**config.mk**
```make
export PLATFORM = sky130hd
export DESIGN_NAME = p2r_cordic
export DESIGN_NICKNAME = d
export VERILOG_FILES = /design/src/rtl/p2r_cordic_pkg.sv /design/src/rtl/p2r_reduce.sv /design/src/rtl/p2r_xy_stage.sv /design/src/rtl/p2r_angle_stage.sv /design/src/rtl/p2r_cordic.sv
export SDC_FILE = /design/constraint.sdc
export NUM_CORES = 1
export LEC_CHECK = 0
export BUFFER_PORTS_ARGS = -buffer_cell sky130_fd_sc_hd__buf_2
export CELL_PAD_IN_SITES_DETAIL_PLACEMENT = 1
export CELL_PAD_IN_SITES_GLOBAL_PLACEMENT = 2
export CORE_ASPECT_RATIO = 0.6
export CORE_UTILIZATION = 30
export DETAILED_ROUTE_END_ITERATION = 10
export PLACE_DENSITY = 0.77
export RECOVER_POWER = 50
export SYNTH_ARGS = -nofsm -noshare
export SYNTH_HDL_FRONTEND = slang
export SYNTH_SLANG_ARGS = --single-unit
```
**constraint.sdc**
```tcl
create_clock -name clk -period 5.49 [get_ports clk]
set_input_delay 0.549 -clock clk [delete_from_list [all_inputs] [get_ports clk]]
set_output_delay 0.549 -clock clk [all_outputs]
set_load 0.01 [all_outputs]
```
**src/rtl/p2r_cordic_pkg.sv**
```systemverilog
// Shared helpers for the polar-to-Cartesian rotator.
// Assumes phase words encode ±π full scale in two's complement.
package p2r_cordic_pkg;

    localparam real PI_R = 3.141592653589793;

    // Elementary angle of iteration idx in phase-word units, rounded to nearest.
    function automatic int angle_code(input int idx, input int phase_w);
        real a;
        a = $atan(1.0 / (2.0 ** idx));
        return $rtoi(a * (2.0 ** (phase_w - 1)) / PI_R + 0.5);
    endfunction

    // Signed datapath width: sign bit plus one guard bit for a gain below 2.
    function automatic int xy_width(input int mag_w);
        return mag_w + 2;
    endfunction

endpackage

```
**src/rtl/p2r_reduce.sv**
```systemverilog
// Front stage: folds the phase into [-π/2, π/2) by a 0 or π rotation.
// A half-turn negates the vector (y is zero here) and inverts the phase MSB.
// Assumes XW > MAG_W so the negated magnitude fits.
module p2r_reduce #(
    parameter int MAG_W   = 14,
    parameter int PHASE_W = 14,
    parameter int XW      = 16
) (
    input  logic                      clk,
    input  logic                      rst_n,
    input  logic                      v_i,
    input  logic [MAG_W-1:0]          mag_i,
    input  logic [PHASE_W-1:0]        phase_i,
    output logic                      v_o,
    output logic signed [XW-1:0]      x_o,
    output logic signed [XW-1:0]      y_o,
    output logic signed [PHASE_W-1:0] z_o
);

    logic                 flip;
    logic signed [XW-1:0] mag_s;

    assign flip  = phase_i[PHASE_W-1] ^ phase_i[PHASE_W-2];
    assign mag_s = signed'({{(XW-MAG_W){1'b0}}, mag_i});

    // Register the folded starting vector and residual angle.
    always_ff @(posedge clk) begin
        if (!rst_n) begin
            v_o <= 1'b0;
            x_o <= '0;
            y_o <= '0;
            z_o <= '0;
        end else begin
            v_o <= v_i;
            x_o <= flip ? -mag_s : mag_s;
            y_o <= '0;
            z_o <= {phase_i[PHASE_W-1] ^ flip, phase_i[PHASE_W-2:0]};
        end
    end

endmodule

```
**src/rtl/p2r_xy_stage.sv**
```systemverilog
// One vector iteration with a wired shift of IDX.
// neg_i is the sign of the residual angle feeding this iteration.
// Assumes the width XW already covers the rotator gain.
module p2r_xy_stage #(
    parameter int XW  = 16,
    parameter int IDX = 0
) (
    input  logic                 clk,
    input  logic                 rst_n,
    input  logic                 v_i,
    input  logic                 neg_i,
    input  logic signed [XW-1:0] x_i,
    input  logic signed [XW-1:0] y_i,
    output logic                 v_o,
    output logic signed [XW-1:0] x_o,
    output logic signed [XW-1:0] y_o
);

    logic signed [XW-1:0] x_sh;
    logic signed [XW-1:0] y_sh;

    assign x_sh = x_i >>> IDX;
    assign y_sh = y_i >>> IDX;

    // Rotate clockwise for a negative residual, counter-clockwise otherwise.
    always_ff @(posedge clk) begin
        if (!rst_n) begin
            v_o <= 1'b0;
            x_o <= '0;
            y_o <= '0;
        end else begin
            v_o <= v_i;
            if (neg_i) begin
                x_o <= x_i + y_sh;
                y_o <= y_i - x_sh;
            end else begin
                x_o <= x_i - y_sh;
                y_o <= y_i + x_sh;
            end
        end
    end

endmodule

```
**src/rtl/p2r_angle_stage.sv**
```systemverilog
// One residual-angle update with the elementary angle of iteration IDX.
// The constant is computed at elaboration, so no table exists.
module p2r_angle_stage #(
    parameter int PHASE_W = 14,
    parameter int IDX     = 0
) (
    input  logic                      clk,
    input  logic                      rst_n,
    input  logic signed [PHASE_W-1:0] z_i,
    output logic signed [PHASE_W-1:0] z_o
);

    import p2r_cordic_pkg::*;

    localparam logic signed [PHASE_W-1:0] STEP = PHASE_W'(angle_code(IDX, PHASE_W));

    // Move the residual toward zero by one elementary angle.
    always_ff @(posedge clk) begin
        if (!rst_n) begin
            z_o <= '0;
        end else begin
            z_o <= z_i[PHASE_W-1] ? (z_i + STEP) : (z_i - STEP);
        end
    end

endmodule

```
**src/rtl/p2r_cordic.sv**
```systemverilog
// Unrolled, pipelined polar-to-Cartesian rotator.
// Front fold stage, then ITERS iteration stages, each registered.
// Latency ITERS+1, throughput one sample per clock; gain left uncorrected.
module p2r_cordic #(
    parameter int MAG_W   = 14,
    parameter int PHASE_W = 14,
    parameter int ITERS   = 5
) (
    input  logic                                clk,
    input  logic                                rst_n,
    input  logic                                in_valid,
    input  logic [MAG_W-1:0]                    in_mag,
    input  logic [PHASE_W-1:0]                  in_phase,
    output logic                                out_valid,
    output logic signed [p2r_cordic_pkg::xy_width(MAG_W)-1:0] out_x,
    output logic signed [p2r_cordic_pkg::xy_width(MAG_W)-1:0] out_y
);

    import p2r_cordic_pkg::*;

    localparam int XW = xy_width(MAG_W);

    logic                      sv [0:ITERS];
    logic signed [XW-1:0]      sx [0:ITERS];
    logic signed [XW-1:0]      sy [0:ITERS];
    logic signed [PHASE_W-1:0] sz [0:ITERS-1];

    p2r_reduce #(
        .MAG_W  (MAG_W),
        .PHASE_W(PHASE_W),
        .XW     (XW)
    ) u_reduce (
        .clk    (clk),
        .rst_n  (rst_n),
        .v_i    (in_valid),
        .mag_i  (in_mag),
        .phase_i(in_phase),
        .v_o    (sv[0]),
        .x_o    (sx[0]),
        .y_o    (sy[0]),
        .z_o    (sz[0])
    );

    for (genvar k = 0; k < ITERS; k++) begin : g_iter
        p2r_xy_stage #(
            .XW (XW),
            .IDX(k)
        ) u_xy (
            .clk  (clk),
            .rst_n(rst_n),
            .v_i  (sv[k]),
            .neg_i(sz[k][PHASE_W-1]),
            .x_i  (sx[k]),
            .y_i  (sy[k]),
            .v_o  (sv[k+1]),
            .x_o  (sx[k+1]),
            .y_o  (sy[k+1])
        );
        // The last iteration needs only the sign of its residual.
        if (k < ITERS - 1) begin : g_ang
            p2r_angle_stage #(
                .PHASE_W(PHASE_W),
                .IDX    (k)
            ) u_ang (
                .clk  (clk),
                .rst_n(rst_n),
                .z_i  (sz[k]),
                .z_o  (sz[k+1])
            );
        end
    end

    assign out_valid = sv[ITERS];
    assign out_x     = sx[ITERS];
    assign out_y     = sy[ITERS];

endmodule

```
==> results of run 1 <==
## flip-flops by register name, indices dropped and copies added, names as in the netlist
name,flops
g_iter.g_ang.u_ang.z_o,41
g_iter.u_xy.x_o,79
u_reduce.z_o,14
u_reduce.x_o,16
u_reduce.v_o,1
g_iter.u_xy.y_o,80
g_iter.u_xy.v_o,5
## logic make-up (layout without fill, tap and decap cells)
group,Yosys count,count (layout),share of synthesized area
simple gates,627,627,0.194
flops,236,236,0.299
buf+inv,113,192,0.0268
mux,23,23,0.0150
compound gates,488,488,0.195
fa+ha+maj,186,186,0.152
xor+xnor,214,214,0.119
## per-layer routing
| metal | wire length [um] | global-route usage | part of all wire |
|---|---|---|---|
| met5 | 0 | 0 | 0 |
| met4 | 611 | 0.0287 | 0.013 |
| met2 | 17200 | 0.238 | 0.36 |
| met1 | 27600 | 0.300 | 0.57 |
| met3 | 2690 | 0.0319 | 0.056 |
## power groups by stage
stage / clock network, mW / registers [mW] / logic (mW)
2_1_floorplan: 0 / 2.55 / 5.41
3_3_place_gp: 0 / 2.70 / 7.15
3_5_place_dp: 0 / 2.71 / 7.29
4_1_cts: 2.09 / 2.68 / 7.36
5_1_grt: 2.17 / 2.75 / 8.26
6_report: 2.02 / 2.68 / 7.39
## layout by cell type, fill, tap and decap left out, drive strengths merged, types with 5 or more instances in the layout
cell type / Yosys / final
clkbuf: 48 / 70
a221oi: 5 / 5
a31oi: 28 / 28
mux2i: 18 / 18
o2111ai: 5 / 5
inv: 63 / 65
o41ai: 10 / 10
a2111oi: 8 / 8
mux2: 5 / 5
nor2: 247 / 247
nor3b: 11 / 11
nor2b: 16 / 16
a211oi: 35 / 35
o21bai: 12 / 12
or3: 23 / 23
nor3: 61 / 61
xor2: 101 / 101
and2: 70 / 70
or4: 10 / 10
and3: 13 / 13
nand3: 27 / 27
nand4: 12 / 12
a21oi: 161 / 161
buf: 2 / 42
clkinv: 0 / 9
or2: 7 / 7
o31ai: 14 / 14
o21a: 16 / 16
nor4: 18 / 18
nand2: 76 / 76
a21o: 46 / 46
nand2b: 26 / 26
ha: 176 / 176
o21ai: 104 / 104
xnor2: 113 / 113
fa: 10 / 10
o211ai: 8 / 8
dfxtp: 236 / 236
## critical path: cells and delay by family (launching register included)
| kind | cells | cell delay, ns |
|---|---|---|
| AND/OR/NAND/NOR | 4 | 1.35 |
| AO/OA/AOI/OAI | 4 | 1.22 |
| flip-flops | 1 | 0.37 |
| adder cells (fa/ha/maj) | 1 | 0.36 |
| buffers and inverters | 1 | 0.22 |
| XOR/XNOR | 1 | 0.18 |
## worst max-delay path by stage
stage / start / to / slack, ns / cells past startpoint
finish: g_iter[0].u_xy.y_o[6]$_SDFF_PN0_ / g_iter[1].u_xy.x_o[12]$_SDFF_PN0_ / 1.59 / 11
global route: g_iter[0].u_xy.x_o[1]$_SDFF_PN0_ / g_iter[1].u_xy.y_o[14]$_SDFF_PN0_ / 1.36 / 14
CTS: g_iter[0].u_xy.x_o[1]$_SDFF_PN0_ / g_iter[1].u_xy.y_o[14]$_SDFF_PN0_ / 1.72 / 14
detailed placement: g_iter[0].u_xy.x_o[1]$_SDFF_PN0_ / g_iter[1].u_xy.y_o[14]$_SDFF_PN0_ / 1.77 / 14
global placement: g_iter[0].u_xy.y_o[4]$_SDFF_PN0_ / g_iter[1].u_xy.x_o[12]$_SDFF_PN0_ / 1.85 / 10
floorplan: g_iter[0].u_xy.y_o[6]$_SDFF_PN0_ / g_iter[1].u_xy.x_o[15]$_SDFF_PN0_ / 2.21 / 11
## synthesized netlist by cell type, types with 16 or more instances
cell type,number
nor2_1,247
dfxtp_1,236
ha_1,176
a21oi_1,161
xnor2_1,113
o21ai_0,104
xor2_1,101
nand2_1,76
and2_1,69
inv_1,63
nor3_1,61
clkbuf_1,48
a21o_1,46
a211oi_1,35
a31oi_1,28
nand3_1,27
nand2b_1,26
or3_1,23
mux2i_1,18
nor4_1,18
nor2b_1,16
o21a_1,16
## metrics by stage
stage	util	setup WS (ns)
CTS	0.348	1.72
detailed placement	0.328	1.77
global route	0.347	1.36
floorplan	-	2.21
global placement	0.328	1.85
finish	0.347	1.59
## area by class of cell
class	count	area (um2)	share of cell area
Multi-Input combinational cell	1538	10700	0.596
Sequential cell	236	4720	0.264
Tap cell	693	867	0.0485
Clock buffer	34	773	0.0433
Timing Repair Buffer	78	378	0.0211
Inverter	63	239	0.0134
Clock inverter	17	234	0.0131
==> out/qor.csv, run 1 <==
stage,metric,value,unit
setup_path,r2r setup slk,1.59,ns
final_layout,NumNets Final,2162,
final_layout,area delta synth->final,13.1,%
placement,dpl cell area,16900,um2
drt,Vias,14000,
setup_path,WS Path Type,reg2reg,
global_route,largest net degree at the start of global routing,64,
final_layout,"Design Area, Final",17900,um2
drt,Initial DRC Count,860,
drt,Routed Wire Length,48.1,mm
setup_path,critical path's slowest cell,a2111oi_0,
min_path,worst hold path type,in2reg,
power,P per Cell Area,677,nW/um2
floorplanning,Initial Util,0.307,
global_route,first-pass GRT wire length,78.9,mm
power,Sw Ratio,0.473,
timing,setup violators final,0,
setup_path,Worst Path Max Fanout,5,
power,Int Pwr,6.37,mW
final_layout,antenna cells,0,
final_layout,# fillers,6094,
cts,Hold Buf Count CTS,0,
setup_path,critical path launch point type,flop,
setup_path,most frequent CP cell,a21oi_1,
setup_path,worst-path cell chain,"or4_1, nor4b_1, buf_4, a21oi_1, xor2_1, ha_1, nand2_1, o21ai_0, a2111oi_0, or3_1, a21oi_1",
power,Clock Power Share,0.167,
synthesis,Netlist cell types,66,
timing,Hold WS,0.161,ns
synthesis,"EDFF count, synth",0,
cts,Clock Tree Root,clkbuf_16,
synthesis,Post-Syn Instances,1887,
timing,Clock Skews,0.0338,ns
timing,FMAX,257,MHz
final_layout,fraction of layout cells with a size suffix above 1,0.0560,
floorplanning,die area,53600,um2
setup_path,critical path required time,5.89,ns
synthesis,mean post-synth cell area,8.37,um2
timing,setup TNS,0,ns
timing,min cycle time layout,3.90,ns
cts,Worst-path clk slew,0.06,ns
power,total power,12.1,mW
drt,Routed WL per cell,18.1,um
synthesis,Yosys reg bits,236,
power,sw power,5.72,mW
floorplanning,floorplan row count,64,
global_route,GRT Residual Overflow,0,
synthesis,Synth Net Count,2104,
setup_path,Worst Setup End Kind,flop,
cts,# Post-CTS Setup Buffers,0,
drt,via/cell ratio,5.25,
drt,Post-route DRC,0,
timing,Final Cycle Share,0.710,
min_path,worst hold path endpoint,u_reduce.v_o$_SDFF_PN0_,
setup_path,reg2reg end,g_iter[1].u_xy.x_o[12]$_SDFF_PN0_,
placement,dpl hpwl,38.1,mm
cts,post-CTS sizing,0,
drt,Pre-antenna DRT Iters,5,
power,Pleak,7.60,nW
global_route,overall routing resource usage,0.182,
global_route,initial antenna violation count,0,
cts,H-tree depth,1,
cts,CTS tree,done,
floorplanning,die height,180,um
timing,Final Hold Viols,0,
placement,dpl cells,2608,
synthesis,Post-synth ARST share,0,
placement,Port-buffer cells,63,
power,Reg power frac,0.222,
cts,clock tree buffer depth,3,
synthesis,Synth area leader,dfxtp_1,
global_route,vias in the first global route,14000,
cts,TritonCTS sink count,236,
synthesis,Yosys warning count,0,
power,logic gate share of total power,0.611,
synthesis,Mapped Area,15800,um2
run,maxcap violations,3,
synthesis,Synth top area share,0.299,
timing,actual slew at the worst max-slew pin,1.76,ns
cts,CTS Buf Count,28,
power,maximum vdd drop,0.246,mV
cts,Skew-Pair Late Insertion Delay,0.59,ns
timing,RSZ-0062 raised after global routing,false,
setup_path,"slowest stage delay, CP",0.91,ns
setup_path,RR Startpoint,g_iter[0].u_xy.y_o[6]$_SDFF_PN0_,
synthesis,ys flop type,dfxtp_1,
synthesis,"Seq/Total Area, Yosys",0.299,
drt,Routed Antenna Nets,0,
timing,"Slew Viols, Final",110,
placement,GPL Wtd Cong,0.867,
timing,Rel. slew slack,-0.173,
run_status,failing checks,"capacitance limit, slew limit",
floorplanning,I/O pin count,64,
min_path,WHS Path Cells,2,
synthesis,largest cells by area after synthesis,"dfxtp_1 (30%), ha_1 (14%), xnor2_1 (6.3%)",
run_status,status,"complete, but fails checks",
setup_path,Critical Path AT,4.29,ns
min_path,Hold Crit Start,in_valid,
final_layout,Final Instance Count excl. Fillers,2659,
floorplanning,Die X,298,um
setup_path,R2R cell count,11,
floorplanning,CORE AREA,51500,um2
(Power assumes the default switching activity.)
==> run 2, diff against run 1 <==
--- a/config.mk
+++ b/config.mk
@@ -5,13 +5,14 @@
 export SDC_FILE = /design/constraint.sdc
 export NUM_CORES = 1
 export LEC_CHECK = 0
+export ABC_AREA = 1
 export BUFFER_PORTS_ARGS = -buffer_cell sky130_fd_sc_hd__buf_2
 export CELL_PAD_IN_SITES_DETAIL_PLACEMENT = 1
 export CELL_PAD_IN_SITES_GLOBAL_PLACEMENT = 2
 export CORE_ASPECT_RATIO = 0.6
 export CORE_UTILIZATION = 30
 export DETAILED_ROUTE_END_ITERATION = 10
-export PLACE_DENSITY = 0.77
+export PLACE_DENSITY = 0.82
 export RECOVER_POWER = 50
 export SYNTH_ARGS = -nofsm -noshare
 export SYNTH_HDL_FRONTEND = slang
==> constraint.sdc (replaced) <==
create_clock -name clk -period 3.6 [get_ports clk]
set_input_delay 0.36 -clock clk [delete_from_list [all_inputs] [get_ports clk]]
set_output_delay 0.36 -clock clk [all_outputs]
set_load 0.01 [all_outputs]
==> out/qor.csv, run 2 <==
stage,metric,value,unit
timing,min cycle time layout,3.17,ns
run,maxcap violations,1,
power,Int Pwr,8.61,mW
placement,dpl hpwl,47.9,mm
synthesis,top-count cell post-synth,nand2_1,
timing,Clock Skews,0.0149,ns
drt,Routed WL per cell,17.4,um
timing,Rel. slew slack,-0.500,
floorplanning,die height,186,um
drt,Routed Antenna Nets,0,
cts,CTS Buf Count,27,
cts,Clock Tree Root,clkbuf_16,
placement,GPL Wtd Cong,0.920,
synthesis,Yosys reg bits,236,
power,total power,18.2,mW
global_route,GRT Residual Overflow,0,
timing,setup violators final,0,
power,logic gate share of total power,0.623,
final_layout,antenna cells,0,
run_status,status,"complete, but fails checks",
power,sw power,9.63,mW
synthesis,Post-synth ARST share,0,
final_layout,biggest regs,"g_iter.u_xy.y_o (80), g_iter.u_xy.x_o (79), g_iter.g_ang.u_ang.z_o (41)",
power,P per Cell Area,956,nW/um2
floorplanning,die area,57500,um2
drt,Pre-antenna DRT Iters,5,
cts,H-tree depth,1,
synthesis,ys flop type,dfxtp_1,
final_layout,area delta synth->final,12.5,%
min_path,worst hold path type,in2reg,
placement,Port-buffer cells,63,
run_status,failing checks,"capacitance limit, slew limit",
synthesis,"EDFF count, synth",0,
setup_path,WS Path Type,reg2reg,
power,Sw Ratio,0.528,
setup_path,Worst Path Max Fanout,20,
synthesis,largest cells by area after synthesis,"dfxtp_1 (28%), ha_1 (13%), nand2_1 (12%)",
timing,setup TNS,0,ns
floorplanning,I/O pin count,64,
cts,TritonCTS sink count,236,
global_route,overall routing resource usage,0.207,
synthesis,"Seq/Total Area, Yosys",0.279,
power,Reg power frac,0.225,
global_route,initial antenna violation count,0,
global_route,largest net degree at the start of global routing,102,
timing,RSZ-0062 raised after global routing,false,
synthesis,Synth Net Count,2729,
final_layout,"Design Area, Final",19100,um2
timing,Final Cycle Share,0.879,
synthesis,Yosys warning count,0,
cts,post-CTS sizing,0,
setup_path,critical path launch point type,flop,
cts,CTS tree,done,
timing,"Slew Viols, Final",102,
drt,Vias,16900,
timing,FMAX,316,MHz
cts,clock tree buffer depth,3,
final_layout,max reg flops,80,
final_layout,fraction of layout cells with a size suffix above 1,0.0608,
synthesis,Synth area leader,dfxtp_1,
final_layout,register name with the most flops,g_iter.u_xy.y_o,
timing,actual slew at the worst max-slew pin,2.25,ns
drt,Routed Wire Length,58.8,mm
placement,dpl cell area,18200,um2
drt,Initial DRC Count,1154,
floorplanning,CORE AREA,55800,um2
setup_path,Critical Path AT,3.59,ns
cts,# Post-CTS Setup Buffers,0,
cts,Skew-Pair Late Insertion Delay,0.57,ns
floorplanning,Initial Util,0.304,
global_route,first-pass GRT wire length,93.9,mm
setup_path,Worst Setup End Kind,flop,
synthesis,mean post-synth cell area,6.75,um2
final_layout,# fillers,7198,
synthesis,"top cells by count, synth","nand2_1 (536), inv_1 (329), nor2_1 (286), a21oi_1 (267), dfxtp_1 (236)",
cts,Worst-path clk slew,0.07,ns
cts,Hold Buf Count CTS,16,
final_layout,NumNets Final,2811,
power,maximum vdd drop,0.398,mV
synthesis,Synth top area share,0.279,
final_layout,"leading cell type in the layout, fill and taps excluded",nand2_1,
setup_path,critical path required time,4.03,ns
power,Pleak,9.84,nW
synthesis,Mapped Area,17000,um2
drt,Post-route DRC,0,
synthesis,Post-Syn Instances,2512,
global_route,vias in the first global route,16900,
floorplanning,floorplan row count,67,
synthesis,Netlist cell types,48,
floorplanning,Die X,309,um
drt,via/cell ratio,5.00,
timing,Final Hold Viols,0,
final_layout,most frequent cells in the layout,"nand2_1 (539), inv_1 (331), nor2_1 (290)",
power,Clock Power Share,0.152,
timing,Hold WS,0.0283,ns
[run 2: cell count changes after synthesis, moves of 26 or more]
cell,delta
nand3_1,+127
inv_1,+266
a211oi_1,-34
nor3_1,-37
a21oi_1,+106
o21ai_0,+55
nand2b_1,-26
nand2_1,+460
xor2_1,-28
and2_1,-66
nor2_1,+39
clkbuf_1,-32
xnor2_1,-94
[run 2: cells by family after synthesis]
family,after synthesis,synth area share
flops,236,0.279
fa+ha+maj,186,0.142
simple gates,1097,0.280
buf+inv,381,0.0862
xor+xnor,92,0.0475
compound gates,520,0.166
[run 2: layout make-up]
type	count	area, um2	area share
multi-input combinational	1895	10700	0.562
sequential	236	4720	0.248
inverter	345	1290	0.0679
tap	759	950	0.0498
clock buffer	40	795	0.0416
timing repair buffer	89	504	0.0264
clock inverter	10	86.3	0.00453
[run 2: power by group through the flow]
stage | Combinational (mW) | Sequential, mW | Clock, mW
floorplan | 7.92 | 3.82 | 0
global placement | 10.8 | 4.12 | 0
detailed placement | 11.1 | 4.12 | 0
CTS | 11.3 | 4.08 | 2.85
global route | 12.9 | 4.16 | 2.94
finish | 11.4 | 4.10 | 2.78
[run 2: layer usage]
metal  wire length, um  track usage  up-vias
li1                  -            -     8351
met1             33600        0.342     8131
met2             21300        0.276      343
met3              3190       0.0276       42
met4               725       0.0283        0
met5                 0            0        -
[run 2: worst max-delay path, cell delays in order (launching register included)]
cell and delay (ns):
dfxtp_1 0.34, inv_1 0.50, clkbuf_1 0.58, o21ai_1 0.18
xor2_1 0.18, ha_1 0.39, a21o_1 0.21, o21bai_1 0.18
nor2_1 0.18, nand3_1 0.09, nand2_1 0.07, nor2_1 0.12
[run 2: per-stage QoR]
step,cells,setup WS [ns],utilization
6_report,3374,0.434,0.342
5_1_grt,3374,0.188,0.342
4_1_cts,3374,0.642,0.344
3_5_place_dp,3308,0.669,0.325
3_3_place_gp,3308,0.747,0.325
2_1_floorplan,2512,1.25,-
[run 2: final timing paths]
check | slack [ns] | cells past startpoint | endpoint | startpoint
setup / recovery | 0.43 | 11 | g_iter[1].u_xy.y_o[13]$_SDFF_PN0_ | g_iter[0].g_ang.u_ang.z_o[13]$_SDFF_PN0_
setup reg to reg | 0.43 | 11 | g_iter[1].u_xy.y_o[13]$_SDFF_PN0_ | g_iter[0].g_ang.u_ang.z_o[13]$_SDFF_PN0_
hold / removal | 0.03 | 3 | u_reduce.x_o[0]$_SDFF_PN0_ | in_mag[0]
hold reg to reg | 0.41 | 2 | g_iter[2].u_xy.v_o$_SDFF_PN0_ | g_iter[1].u_xy.v_o$_SDFF_PN0_
